$ cat config.mk
export PLATFORM = sky130hd
export DESIGN_NAME = sss_scrambler
export DESIGN_NICKNAME = d
export VERILOG_FILES = /design/src/rtl/sss_pkg.sv /design/src/rtl/sss_tap_xor.sv /design/src/rtl/sss_hist_reg.sv /design/src/rtl/sss_out_stage.sv /design/src/rtl/sss_scrambler.sv
export SDC_FILE = /design/constraint.sdc
export NUM_CORES = 1
export LEC_CHECK = 0
export ABC_AREA = 1
export BUFFER_PORTS_ARGS = -buffer_cell sky130_fd_sc_hd__buf_2
export CORE_UTILIZATION = 30
export CTS_CLUSTER_SIZE = 14
export DETAILED_ROUTE_END_ITERATION = 10
export GPL_TIMING_DRIVEN = 0
export PLACE_DENSITY = 0.64
export SLEW_MARGIN = 20
export SYNTH_ARGS = -nofsm -noshare
export SYNTH_HDL_FRONTEND = slang
export SYNTH_SLANG_ARGS = --single-unit
$ cat constraint.sdc
create_clock -name clk -period 2.3 [get_ports clk]
set_input_delay 0.23 -clock clk [delete_from_list [all_inputs] [get_ports clk]]
set_output_delay 0.23 -clock clk [all_outputs]
set_load 0.01 [all_outputs]
$ cat src/rtl/sss_pkg.sv
package sss_pkg;

    localparam int unsigned SSS_DEF_LEN = 7;

    typedef enum logic {
        MODE_SCRAMBLE   = 1'b0,
        MODE_DESCRAMBLE = 1'b1
    } sss_mode_e;

    typedef struct packed {
        logic vld;
        logic dat;
    } sss_beat_t;

    // choose which bit enters the history for the given direction
    function automatic logic hist_source(input sss_mode_e m, input logic rx_bit, input logic line_bit);
        return (m == MODE_DESCRAMBLE) ? rx_bit : line_bit;
    endfunction

endpackage

$ cat src/rtl/sss_tap_xor.sv
module sss_tap_xor #(
    parameter int unsigned LEN = 7
) (
    input  logic [LEN-1:0] hist,
    input  logic [LEN-1:0] mask,
    output logic           fb
);
    logic [LEN:0] acc;

    assign acc[0] = 1'b0;
    for (genvar g = 0; g < LEN; g++) begin : g_tap
        assign acc[g+1] = acc[g] ^ (hist[g] & mask[g]);
    end
    assign fb = acc[LEN];
endmodule

$ cat src/rtl/sss_hist_reg.sv
module sss_hist_reg #(
    parameter int unsigned LEN = 7
) (
    input  logic           clk,
    input  logic           rst,
    input  logic           adv,
    input  logic           shift_in,
    output logic [LEN-1:0] hist
);
    always_ff @(posedge clk) begin
        if (rst) begin
            hist <= '0;
        end else if (adv) begin
            hist <= {hist[LEN-2:0], shift_in};
        end
    end
endmodule

$ cat src/rtl/sss_out_stage.sv
module sss_out_stage
    import sss_pkg::*;
(
    input  logic      clk,
    input  logic      rst,
    input  sss_beat_t nxt,
    output sss_beat_t q
);
    always_ff @(posedge clk) begin
        if (rst) begin
            q <= '0;
        end else begin
            q <= nxt;
        end
    end
endmodule

$ cat src/rtl/sss_scrambler.sv
module sss_scrambler
    import sss_pkg::*;
#(
    parameter int unsigned LEN = SSS_DEF_LEN
) (
    input  logic           clk,
    input  logic           rst,
    input  logic           in_vld,
    input  logic           in_bit,
    input  logic           mode,
    input  logic [LEN-1:0] tap_mask,
    output logic           out_vld,
    output logic           out_bit
);
    sss_mode_e      mode_e;
    logic [LEN-1:0] hist_q;
    logic           parity;
    logic           line_bit;
    logic           enter_bit;
    sss_beat_t      beat_d;
    sss_beat_t      beat_q;

    assign mode_e = sss_mode_e'(mode);

    sss_tap_xor #(.LEN(LEN)) u_taps (
        .hist (hist_q),
        .mask (tap_mask),
        .fb   (parity)
    );

    assign line_bit  = in_bit ^ parity;
    assign enter_bit = hist_source(mode_e, in_bit, line_bit);

    sss_hist_reg #(.LEN(LEN)) u_hist (
        .clk      (clk),
        .rst      (rst),
        .adv      (in_vld),
        .shift_in (enter_bit),
        .hist     (hist_q)
    );

    always_comb begin
        beat_d.vld = in_vld;
        beat_d.dat = in_vld ? line_bit : 1'b0;
    end

    sss_out_stage u_out (
        .clk (clk),
        .rst (rst),
        .nxt (beat_d),
        .q   (beat_q)
    );

    assign out_vld = beat_q.vld;
    assign out_bit = beat_q.dat;
endmodule

==> insert_results.sql, run 1 <==
INSERT INTO impl_metrics (metric_group, metric, value, unit) VALUES
('status', 'result_of_the_run', 'completed', ''),
('synth', 'synth.lib_cells_used.distinct', '12', ''),
('critical_path', 'cp_max_fanout', '3', ''),
('sta', 'rsz_0062_raised_after_global_routing', 'no', ''),
('power_and_ir_drop', 'power_switching', '75.0', 'µW'),
('routing', 'drt_iter0_drc', '7', ''),
('cts', 'cts.path.max_buffers', '2', ''),
('global_route', 'antenna_found_initial', '0', ''),
('sta', 'finalSetupViolations', '0', ''),
('critical_path', 'rr_endpoint', 'u_hist.hist[0]', ''),
('sta', 'worst_slew_pin_slew', '0.343', 'ns'),
('global_route', 'grt_pass1_vias', '364', ''),
('routing', 'drc', '0', ''),
('power_and_ir_drop', 'power_density', '586', 'nW/µm²'),
('cells_and_area', 'area_delta_synth_final', '24.2', '%'),
('floorplanning', 'floorplan.core_area', '1320', 'µm²'),
('floorplanning', 'initial_core_util', '33.0', '%'),
('routing', 'detail_route.vias_per_cell', '4.56', ''),
('synth', 'post_synth.cell_area_avg', '6.38', 'µm²'),
('critical_path', 'r2r_setup_slack', '1.11', 'ns'),
('synth', 'synth_nets', '80', ''),
('floorplanning', 'die_area', '1600', 'µm²'),
('synth', 'yosysTopAreaCell', 'dfxtp_1', ''),
('synth', 'synth-async-reset-ratio', '0', '%'),
('routing', 'drt_pre_antenna_iters', '4', ''),
('synth', 'synth-seq-area-share', '41.5', '%'),
('cells_and_area', 'num_antenna_cells', '0', ''),
('critical_path', 'timing.critical_path.to', 'u_hist.hist[0]', ''),
('cells_and_area', 'num-fill-cells', '151', ''),
('synth', 'synth_cells', '68', ''),
('cts', 'insertion_delay', '0.26', 'ns'),
('sta', 'fin_hold_ws', '0.282', 'ns'),
('cts', 'cts.root.buffer_cell', 'clkbuf_4', ''),
('floorplanning', 'floorplan.die.height', '40.0', 'µm'),
('power_and_ir_drop', 'p_int', '241', 'µW'),
('cts', 'cts_tree', 'built', ''),
('synth', 'number_of_enable_flip_flop_cells_after_synthesis', '0', ''),
('synth', 'ys_warn_count', '0', ''),
('floorplanning', 'floorplan.rows', '13', ''),
('critical_path', 'critPathRequiredTime', '2.44', 'ns'),
('power_and_ir_drop', 'swShare', '23.8', '%'),
('critical_path', 'timing.critical_path.arrival', '1.33', 'ns'),
('global_route', 'largest_net_degree_at_the_start_of_global_routing', '10', ''),
('routing', 'final_routed_wire_length_divided_by_cell_count', '8.15', 'µm'),
('cts', 'cts.sinks', '9', ''),
('synth', 'synth-main-ff-cell', 'dfxtp_1', ''),
('place', 'dp.final_hpwl', '642', 'µm'),
('sta', 'layout_min_cycle_time', '1.19', 'ns'),
('critical_path', 'number_of_cells_traversed_by_the_worst_register_to_register_path', '11', ''),
('synth', 'synth_top_cells_by_count', '33 x nand2_1, 9 x dfxtp_1, 7 x a21oi_1, 7 x inv_1, 5 x nand3_1', ''),
('critical_path', 'timing.critical_path.to_type', 'register', ''),
('cells_and_area', 'register_area', '180', 'µm²'),
('cts', 'post-cts-setup-buffers', '0', ''),
('sta', 'post-route-period-util', '51.8', '%'),
('cells_and_area', 'multiInputGateArea', '220', 'µm²'),
('synth', 'synthMostInstantiatedCell', 'nand2_1', ''),
('power_and_ir_drop', 'clkPwrFrac', '38.5', '%'),
('floorplanning', 'boundaryPins', '14', ''),
('floorplanning', 'die_width', '40.0', 'µm'),
('synth', 'synth.area.top_cells', 'dfxtp_1 41%, nand2_1 29%, a21oi_1 8.1%', ''),
('synth', 'synth.top_cell.area_share', '41.5', '%'),
('sta', 'finalSetupTns', '0', 'ns'),
('cts', 'cts_made_buffers', '3', ''),
('critical_path', 'critical_path.reg2reg.startpoint', 'u_hist.hist[5]', ''),
('synth', 'mappedNetlistArea', '434', 'µm²'),
('cts', 'post_cts_hold_buffer_count', '0', ''),
('critical_path', 'worstSetupStartpoint', 'u_hist.hist[5]', ''),
('job', 'max_cap_violations', '0', ''),
('global_route', 'grt_overflow_total', '0', ''),
('power_and_ir_drop', 'cellLeakagePower', '0.000271', 'µW'),
('critical_path', 'setup.worst_path.class', 'reg2reg', '');
==> critical path, stage by stage (launching register included) <==
cell and delay [ns]:
dfxtp_1 0.35, nand2_1 0.07, inv_1 0.05, nand2_1 0.05, nand3_1 0.10, nand2_1 0.06
nand2_1 0.07, nand2_1 0.05, nand2_1 0.07, nand3_1 0.06, nand2_1 0.07, a21oi_2 0.05
==> power by group through the flow <==
stage          Combinational (µW)  Clock, µW  Sequential [µW]
2_1_floorplan                16.3          0              166
3_3_place_gp                 31.6          0              166
3_5_place_dp                 32.3          0              166
4_1_cts                      32.3        127              162
5_1_grt                      37.2        138              163
6_report                     32.1        122              162
==> layout make-up <==
type | count | area share [%]
clock buffers | 4 | 4.87
flip-flops and latches | 9 | 33.4
well taps | 15 | 3.48
inverters | 8 | 5.57
plain buffers | 1 | 0.696
multi-input cells | 50 | 40.8
repair buffers | 12 | 11.1
==> how the worst min path moves through the flow <==
| stage | startpoint | depth (start not counted) | slack (ns) | endpoint |
|---|---|---|---|---|
| 2_1_floorplan | in_vld | 2 | 0.37 | u_hist.hist[1] |
| 3_3_place_gp | u_hist.hist[6] | 2 | 0.45 | u_hist.hist[6] |
| 3_5_place_dp | u_hist.hist[6] | 2 | 0.47 | u_hist.hist[6] |
| 4_1_cts | in_vld | 3 | 0.28 | u_hist.hist[1] |
| 5_1_grt | in_vld | 3 | 0.29 | u_hist.hist[1] |
| 6_report | in_vld | 3 | 0.28 | u_hist.hist[1] |
==> per-stage QoR <==
step | power (µW) | area (µm²) | util, % | setup WS (ns) | std cells
2_1_floorplan | 183 | 434 | - | 1.23 | 68
3_3_place_gp | 197 | 513 | 38.9 | 1.13 | 95
3_5_place_dp | 198 | 513 | 38.9 | 1.10 | 95
4_1_cts | 321 | 539 | 40.9 | 1.09 | 99
5_1_grt | 337 | 539 | 40.9 | 0.912 | 99
6_report | 316 | 539 | 40.9 | 1.11 | 99
==> cell families after synthesis <==
logic type,share of synthesized area [%]
XOR/XNOR,2.02
buffers and inverters,7.78
AO/OA/AOI/OAI,11.8
flip-flops,41.5
AND/OR/NAND/NOR,36.9
==> placed cells by master, fill, tap and decap left out, types with 2 or more instances in the layout <==
master    instances
inv_1             7
clkbuf_4          3
clkbuf_1          2
dfxtp_1           9
nand2_1          33
nand3_1           5
buf_2            12
a21oi_1           7
==> per-layer routing <==
layer,part of all wire [%],vias up,track usage (%)
met5,0,-,0
met4,0,0,0
met3,5.7,0,8.33
met2,47,14,19.4
met1,47,192,15.4
li1,-,245,-
==> registers in the layout, summed over array words and instances, names as in the netlist <==
| register | count |
|---|---|
| u_hist.hist | 7 |
| u_out.q | 2 |
No activity file was read; power rests on OpenSTA's default activity.
==> inputs of run 2 (changes only) <==
==> constraint.sdc (replaced) <==
create_clock -name clk -period 1.1 [get_ports clk]
set_input_delay 0.11 -clock clk [delete_from_list [all_inputs] [get_ports clk]]
set_output_delay 0.11 -clock clk [all_outputs]
set_load 0.01 [all_outputs]
==> run 2 against run 1 <==
The flow now finishes with violations (negative setup slack). Via count increased by 0.89%. Combinational power increased by 130%. Power increased by 110%. Non-clock buffer count increased by 3. Sequential cell count unchanged. Largest cell class unchanged. Sequential share of layout area decreased by 1.6 points. Wire length increased by 3.3%. Largest power group unchanged. Clock skew increased by 0.0027 ns. Die area unchanged. First-iteration DRC count decreased by 29%. Maximum frequency increased by 0.45%.
==> insert_results.sql, run 2 (synthesis results as in run 1) <==
INSERT INTO impl_metrics (metric_group, metric, value, unit) VALUES
('job', 'max_cap_violations', '0', ''),
('cts', 'cts.reportedPaths.clkPinSlew', '0.06', 'ns'),
('place', 'port_buffers', '12', ''),
('min_path', 'hp-start', 'in_vld', ''),
('sta', 'layout_min_cycle_time', '1.19', 'ns'),
('routing', 'drt_pre_antenna_iters', '4', ''),
('floorplanning', 'floorplan.rows', '13', ''),
('power_and_ir_drop', 'finalPower', '663', 'µW'),
('place', 'dpl_worst_slack', '-0.0953', 'ns'),
('cells_and_area', 'num_antenna_cells', '0', ''),
('sta', 'final_hold_viol_count', '0', ''),
('cts', 'cts_made_buffers', '3', ''),
('power_and_ir_drop', 'seq_power_share', '51.2', '%'),
('sta', 'finalSetupViolations', '1', ''),
('cells_and_area', 'area_delta_synth_final', '34.9', '%'),
('sta', 'worst_slew_pin_slew', '0.343', 'ns'),
('cts', 'cts.path.max_buffers', '2', ''),
('global_route', 'grt_pass1_vias', '361', ''),
('cts', 'cts.root.buffer_cell', 'clkbuf_4', ''),
('routing', 'routed-via-count', '455', ''),
('global_route', 'grt_overflow_total', '0', ''),
('floorplanning', 'floorplan.die.height', '40.0', 'µm'),
('sta', 'timing_max_transition_violations_final', '0', ''),
('sta', 'post-route-period-util', '108', '%'),
('cells_and_area', 'final_cells', '102', ''),
('critical_path', 'rr_endpoint', 'u_hist.hist[0]', ''),
('critical_path', 'worstSetupStartpoint', 'u_hist.hist[5]', ''),
('place', 'post-place-cells', '95', ''),
('cells_and_area', 'leading_cell_type_in_the_layout_fill_and_taps_excluded', 'nand2_1', ''),
('sta', 'rsz_0062_raised_after_global_routing', 'yes', ''),
('sta', 'fin_hold_ws', '0.157', 'ns'),
('critical_path', 'critical_path.reg2reg.startpoint', 'u_hist.hist[5]', ''),
('floorplanning', 'initial_core_util', '33.0', '%'),
('cts', 'htreeDepth', '1', ''),
('routing', 'drt-total-wl', '834', 'µm'),
('critical_path', 'timing.critical_path.to_type', 'register', ''),
('global_route', 'grt.busiest_layer', 'met2', ''),
('power_and_ir_drop', 'swShare', '23.4', '%'),
('routing', 'final_routed_wire_length_divided_by_cell_count', '8.18', 'µm'),
('cts', 'cts.sinks', '9', ''),
('global_route', 'grt_util_met1', '15.7', '%'),
('cts', 'post_cts_hold_buffer_count', '0', ''),
('sta', 'fin_worst_skew', '0.00484', 'ns'),
('global_route', 'antenna_found_initial', '0', ''),
('cells_and_area', 'number_of_flip_flops_in_the_largest_register', '7', ''),
('floorplanning', 'die_area', '1600', 'µm²'),
('floorplanning', 'die_width', '40.0', 'µm'),
('critical_path', 'timing.critical_path.arrival', '1.32', 'ns'),
('status', 'result_of_the_run', 'finished with violations', ''),
('sta', 'finalSetupTns', '-0.0865', 'ns'),
('critical_path', 'cp_max_fanout', '2', ''),
('global_route', 'largest_net_degree_at_the_start_of_global_routing', '10', ''),
('floorplanning', 'boundaryPins', '14', ''),
('place', 'dp.final_hpwl', '642', 'µm'),
('power_and_ir_drop', 'power_switching', '155', 'µW'),
('cells_and_area', 'registers.top_by_ff_count', 'u_hist.hist', ''),
('floorplanning', 'floorplan.core_area', '1320', 'µm²'),
('critical_path', 'setup.worst_path.class', 'reg2reg', ''),
('cells_and_area', 'mostFrequentLayoutCells', '29 x nand2_1, 12 x buf_2, 7 x a21oi_1, 7 x inv_1', ''),
('min_path', 'holdPathStages', '3', ''),
('power_and_ir_drop', 'comb_power_share', '11.3', '%'),
('critical_path', 'worst_setup_path_start_kind', 'register', ''),
('critical_path', 'critPathRequiredTime', '1.23', 'ns'),
('routing', 'drc', '0', ''),
('cells_and_area', 'top_regs', 'u_hist.hist x7, u_out.q x2', ''),
('routing', 'final_antenna_net_count', '0', ''),
('power_and_ir_drop', 'clkPwrFrac', '37.5', '%'),
('global_route', 'grtUsageMet3', '8.33', '%'),
('power_and_ir_drop', 'cellLeakagePower', '0.000294', 'µW'),
('cells_and_area', 'drive_above_1_share', '34.5', '%'),
('critical_path', 'r2r_setup_slack', '-0.09', 'ns'),
('cts', 'cts_tree', 'built', ''),
('global_route', 'globalRouteMet2Util', '19.8', '%'),
('status', 'violated_checks', 'negative setup slack', ''),
('routing', 'drt_iter0_drc', '5', ''),
('cts', 'insertion_delay', '0.26', 'ns'),
('place', 'gpl_congestion', '0.728', ''),
('power_and_ir_drop', 'p_int', '508', 'µW'),
('power_and_ir_drop', 'power_density', '1130', 'nW/µm²'),
('global_route', 'grt_first_pass_wirelength', '1.34', 'mm'),
('power_and_ir_drop', 'ir_drop', '684', 'µV'),
('sta', 'timing.final.ws_setup', '-0.0865', 'ns'),
('sta', 'clock.fmax', '843', 'MHz'),
('min_path', 'hold_path_class', 'in2reg', ''),
('min_path', 'worstHoldEndpoint', 'u_hist.hist[3]', ''),
('critical_path', 'number_of_cells_traversed_by_the_worst_register_to_register_path', '12', ''),
('routing', 'detail_route.vias_per_cell', '4.46', ''),
('sta', 'relSlewSlack', '77.1', '%'),
('global_route', 'all_layer_global_routing_usage', '12.8', '%'),
('cells_and_area', 'finish.net_count', '100', '');
-- run 2: worst max-delay path, stage by stage, from the launching register on --
cell	delay, ns
dfxtp_2	0.32
nand2_2	0.05
inv_1	0.04
nand2_1	0.07
nand2_1	0.05
nand2_1	0.08
nand2_1	0.05
nand2_1	0.07
nand2_1	0.07
nand2_2	0.06
nand3_1	0.06
nand2_1	0.08
a21oi_2	0.05
-- run 2: cell type report --
type | instances | area (µm²)
Tap cell | 15 | 18.8
Buffer | 1 | 3.75
Inverter | 8 | 30.0
Clock buffer | 4 | 26.3
Timing Repair Buffer | 15 | 82.6
Fill cell | 150 | 732
Sequential cell | 9 | 186
Multi-Input combinational cell | 50 | 238
-- run 2: repair_timing --
item / 4_1_cts / 5_1_grt
pin swaps: 3 / 3
setup buffers: 3 / 0
resized for setup: 6 / 4
endpoints found under the hold margin: 0 / 0
endpoints found under the setup margin: 2 / 2
-- run 2: power groups by stage --
| stage | Sequential [µW] | Combinational [µW] | Clock, µW |
|---|---|---|---|
| 2_1_floorplan | 348 | 34.2 | 0 |
| 4_1_cts | 339 | 72.4 | 265 |
| 6_report | 340 | 75.0 | 249 |
| 5_1_grt | 340 | 85.5 | 284 |
| 3_3_place_gp | 346 | 66.1 | 0 |
| 3_5_place_dp | 346 | 67.5 | 0 |
-- run 2: worst max-delay path by stage --
stage                     slack [ns]             end
after floorplan                 0.03  u_hist.hist[0]
after global placement         -0.07  u_hist.hist[0]
after detailed placement        -0.1  u_hist.hist[0]
after CTS                      -0.07  u_hist.hist[0]
after global routing           -0.22  u_hist.hist[0]
final                          -0.09  u_hist.hist[0]
-- run 2: routing by layer --
metal | part of all wire [%] | vias up
li1 | - | 248
met1 | 44 | 196
met2 | 49 | 11
met3 | 6.7 | 0
met4 | 0 | 0
met5 | 0 | -
-- run 2: per-stage QoR --
| step | cell area (µm²) | util, % |
|---|---|---|
| after floorplan | 434 | - |
| after global placement | 513 | 38.9 |
| after detailed placement | 513 | 38.9 |
| after CTS | 571 | 43.3 |
| after global routing | 586 | 44.4 |
| final | 586 | 44.4 |
==> inputs of run 3 (changes only) <==
--- a/config.mk
+++ b/config.mk
@@ -7,11 +7,12 @@
 export LEC_CHECK = 0
 export ABC_AREA = 1
 export BUFFER_PORTS_ARGS = -buffer_cell sky130_fd_sc_hd__buf_2
-export CORE_UTILIZATION = 30
+export CORE_AREA = 2 2 39 41
 export CTS_CLUSTER_SIZE = 14
 export DETAILED_ROUTE_END_ITERATION = 10
+export DIE_AREA = 0 0 41 43
 export GPL_TIMING_DRIVEN = 0
-export PLACE_DENSITY = 0.64
+export PLACE_DENSITY = 0.67
 export SLEW_MARGIN = 20
 export SYNTH_ARGS = -nofsm -noshare
 export SYNTH_HDL_FRONTEND = slang
==> run 3 against run 2 <==
Core utilization shrank 3.6 points. Largest cell class unchanged. Die area grew 10%. Sequential cell count is the same. The flow still finishes with violations (negative setup slack). Highest routed layer is now met4. Critical path type unchanged.
==> insert_results.sql, run 3 (synthesis results as in run 1) <==
INSERT INTO impl_metrics (metric_group, metric, value, unit) VALUES
('global_route', 'grt_pass1_vias', '346', ''),
('place', 'gpl_congestion', '0.670', ''),
('sta', 'timing_max_transition_violations_final', '0', ''),
('sta', 'rsz_0062_raised_after_global_routing', 'yes', ''),
('critical_path', 'timing.critical_path.arrival', '1.29', 'ns'),
('routing', 'drt_pre_antenna_iters', '4', ''),
('cells_and_area', 'leading_cell_type_in_the_layout_fill_and_taps_excluded', 'nand2_1', ''),
('cts', 'cts.path.max_buffers', '2', ''),
('sta', 'fin_hold_ws', '0.147', 'ns'),
('global_route', 'antenna_found_initial', '0', ''),
('power_and_ir_drop', 'p_int', '498', 'µW'),
('critical_path', 'critPathRequiredTime', '1.24', 'ns'),
('floorplanning', 'boundaryPins', '14', ''),
('power_and_ir_drop', 'seq_power_share', '51.7', '%'),
('cells_and_area', 'drive_above_1_share', '32.9', '%'),
('sta', 'finalSetupViolations', '1', ''),
('critical_path', 'setup.worst_path.class', 'reg2reg', ''),
('place', 'postPlaceCellArea', '514', 'µm²'),
('cells_and_area', 'finish.net_count', '98', ''),
('critical_path', 'number_of_cells_traversed_by_the_worst_register_to_register_path', '12', ''),
('cts', 'insertion_delay', '0.26', 'ns'),
('sta', 'worst_slew_pin_slew', '0.350', 'ns'),
('sta', 'timing.final.ws_setup', '-0.0513', 'ns'),
('sta', 'fin_worst_skew', '0.00923', 'ns'),
('routing', 'drt_iter0_drc', '8', ''),
('cells_and_area', 'mostFrequentLayoutCells', '31 x nand2_1, 12 x buf_2, 7 x a21oi_1', ''),
('min_path', 'holdPathStages', '4', ''),
('cells_and_area', 'number_of_flip_flops_in_the_largest_register', '7', ''),
('place', 'port_buffers', '12', ''),
('cells_and_area', 'finalInstanceArea', '566', 'µm²'),
('cells_and_area', 'area_delta_synth_final', '30.3', '%'),
('job', 'max_cap_violations', '0', ''),
('sta', 'post-route-period-util', '105', '%'),
('power_and_ir_drop', 'power_density', '1160', 'nW/µm²'),
('routing', 'final_routed_wire_length_divided_by_cell_count', '8.08', 'µm'),
('sta', 'relSlewSlack', '76.7', '%'),
('sta', 'layout_min_cycle_time', '1.15', 'ns'),
('floorplanning', 'floorplan.die.height', '43', 'µm'),
('min_path', 'worstHoldEndpoint', 'u_hist.hist[0]', ''),
('cells_and_area', 'registers.top_by_ff_count', 'u_hist.hist', ''),
('min_path', 'hp-start', 'mode', ''),
('floorplanning', 'die_width', '41', 'µm'),
('critical_path', 'critical_path.reg2reg.startpoint', 'u_hist.hist[5]', ''),
('global_route', 'grt_first_pass_wirelength', '1.34', 'mm'),
('critical_path', 'worst_setup_path_start_kind', 'register', ''),
('cts', 'cts_made_buffers', '3', ''),
('routing', 'final_antenna_net_count', '0', ''),
('power_and_ir_drop', 'cellLeakagePower', '0.000280', 'µW'),
('routing', 'detail_route.vias_per_cell', '4.34', ''),
('min_path', 'hold_path_class', 'in2reg', ''),
('cts', 'cts.root.buffer_cell', 'clkbuf_4', ''),
('cts', 'cts.reportedPaths.clkPinSlew', '0.07', 'ns'),
('cts', 'cts_tree', 'built', ''),
('routing', 'routed-via-count', '438', ''),
('critical_path', 'cp_max_fanout', '2', ''),
('global_route', 'all_layer_global_routing_usage', '11.4', '%'),
('sta', 'clock.fmax', '869', 'MHz'),
('power_and_ir_drop', 'power_switching', '158', 'µW'),
('cts', 'post_cts_hold_buffer_count', '0', ''),
('power_and_ir_drop', 'clkPwrFrac', '38.0', '%'),
('cells_and_area', 'num_antenna_cells', '0', ''),
('critical_path', 'r2r_setup_slack', '-0.05', 'ns'),
('global_route', 'grt_overflow_total', '0', ''),
('cells_and_area', 'top_regs', 'u_hist.hist x7, u_out.q x2', ''),
('floorplanning', 'floorplan.core_area', '1380', 'µm²'),
('status', 'violated_checks', 'negative setup slack', ''),
('cts', 'cts.sinks', '9', ''),
('cts', 'htreeDepth', '1', ''),
('critical_path', 'timing.critical_path.to_type', 'register', ''),
('global_route', 'largest_net_degree_at_the_start_of_global_routing', '10', ''),
('place', 'dp.final_hpwl', '648', 'µm'),
('power_and_ir_drop', 'finalPower', '657', 'µW'),
('floorplanning', 'initial_core_util', '31.4', '%'),
('floorplanning', 'die_area', '1760', 'µm²'),
('sta', 'final_hold_viol_count', '0', ''),
('critical_path', 'rr_endpoint', 'u_hist.hist[0]', ''),
('routing', 'drc', '0', ''),
('power_and_ir_drop', 'ir_drop', '596', 'µV'),
('routing', 'drt-total-wl', '816', 'µm'),
('floorplanning', 'floorplan.rows', '14', ''),
('power_and_ir_drop', 'comb_power_share', '10.2', '%'),
('status', 'result_of_the_run', 'finished with violations', ''),
('power_and_ir_drop', 'swShare', '24.1', '%');
==> run 3: changes by cell type in the layout (fill, tap and decap cells not counted) <==
cell      previous run  this run
nand2_1             29        31
nand3_1              5         4
nand3_2              0         1
clkbuf_1             2         1
xor2_1               0         1
buf_4                3         1
nand2_2              4         2
clkinv_2             0         1
inv_2                1         2
inv_1                7         6
xor2_2               1         0
==> run 3: final cells by class <==
class	count	area (µm²)
Fill cell	150	818
Multi-Input combinational cell	50	230
Sequential cell	9	186
Timing Repair Buffer	13	67.6
Inverter	8	30.0
Clock buffer	3	22.5
Tap cell	16	20.0
Clock inverter	1	5.00
Buffer	1	3.75
==> run 3: timing repair <==
| action | in CTS | in global routing |
|---|---|---|
| endpoints found under the setup margin | 2 | 2 |
| gates resized for setup | 7 | 2 |
| endpoints found under the hold margin | 0 | 0 |
| gates cloned | 0 | 0 |
| pin swaps | 3 | 2 |
| buffers inserted | 1 | 0 |
==> run 3: power by group through the flow <==
| stage | Combinational [µW] | Clock, µW | Sequential (µW) |
|---|---|---|---|
| final | 67.2 | 250 | 340 |
| after detailed placement | 67.2 | 0 | 346 |
| after floorplan | 34.2 | 0 | 348 |
| after global routing | 76.2 | 284 | 341 |
| after global placement | 66.6 | 0 | 346 |
| after CTS | 68.1 | 263 | 339 |
==> run 3: worst max-delay path by stage <==
| stage | slack [ns] | end | startpoint |
|---|---|---|---|
| 2_1_floorplan | 0.03 | u_hist.hist[0] | u_hist.hist[5] |
| 3_3_place_gp | -0.06 | u_hist.hist[0] | u_hist.hist[5] |
| 3_5_place_dp | -0.07 | u_hist.hist[0] | u_hist.hist[4] |
| 4_1_cts | -0.05 | u_hist.hist[0] | u_hist.hist[0] |
| 5_1_grt | -0.16 | u_hist.hist[0] | u_hist.hist[5] |
| 6_report | -0.05 | u_hist.hist[0] | u_hist.hist[5] |
==> run 3: stage by stage <==
| stage | std cells | util (%) | worst slack, ns | TNS, ns |
|---|---|---|---|---|
| 6_report | 101 | 40.9 | -0.0513 | -0.0513 |
| 5_1_grt | 101 | 40.9 | -0.161 | -0.258 |
| 4_1_cts | 101 | 40.4 | -0.0522 | -0.0522 |
| 3_5_place_dp | 96 | 37.2 | -0.0713 | -0.0713 |
| 3_3_place_gp | 96 | 37.2 | -0.0620 | -0.0620 |
| 2_1_floorplan | 68 | - | 0.0279 | 0 |
==> run 3: critical path: stages, from the launching register on <==
cell	delay (ns)
dfxtp_2	0.32
nand2_2	0.07
inv_2	0.04
nand2_2	0.06
nand2_1	0.05
nand2_1	0.07
nand2_1	0.05
nand2_1	0.07
nand2_1	0.05
nand2_1	0.07
nand3_1	0.06
nand2_1	0.07
a21oi_2	0.05
==> run 3: routing by layer <==
metal | share of wire (%) | vias up | wire [µm] | GRT usage [%]
li1 | - | 246 | - | -
met1 | 46 | 174 | 379 | 16.1
met2 | 44 | 15 | 356 | 14.4
met3 | 7.2 | 3 | 59 | 3.14
met4 | 2.6 | 0 | 21 | 8.00
met5 | 0 | - | 0 | 0
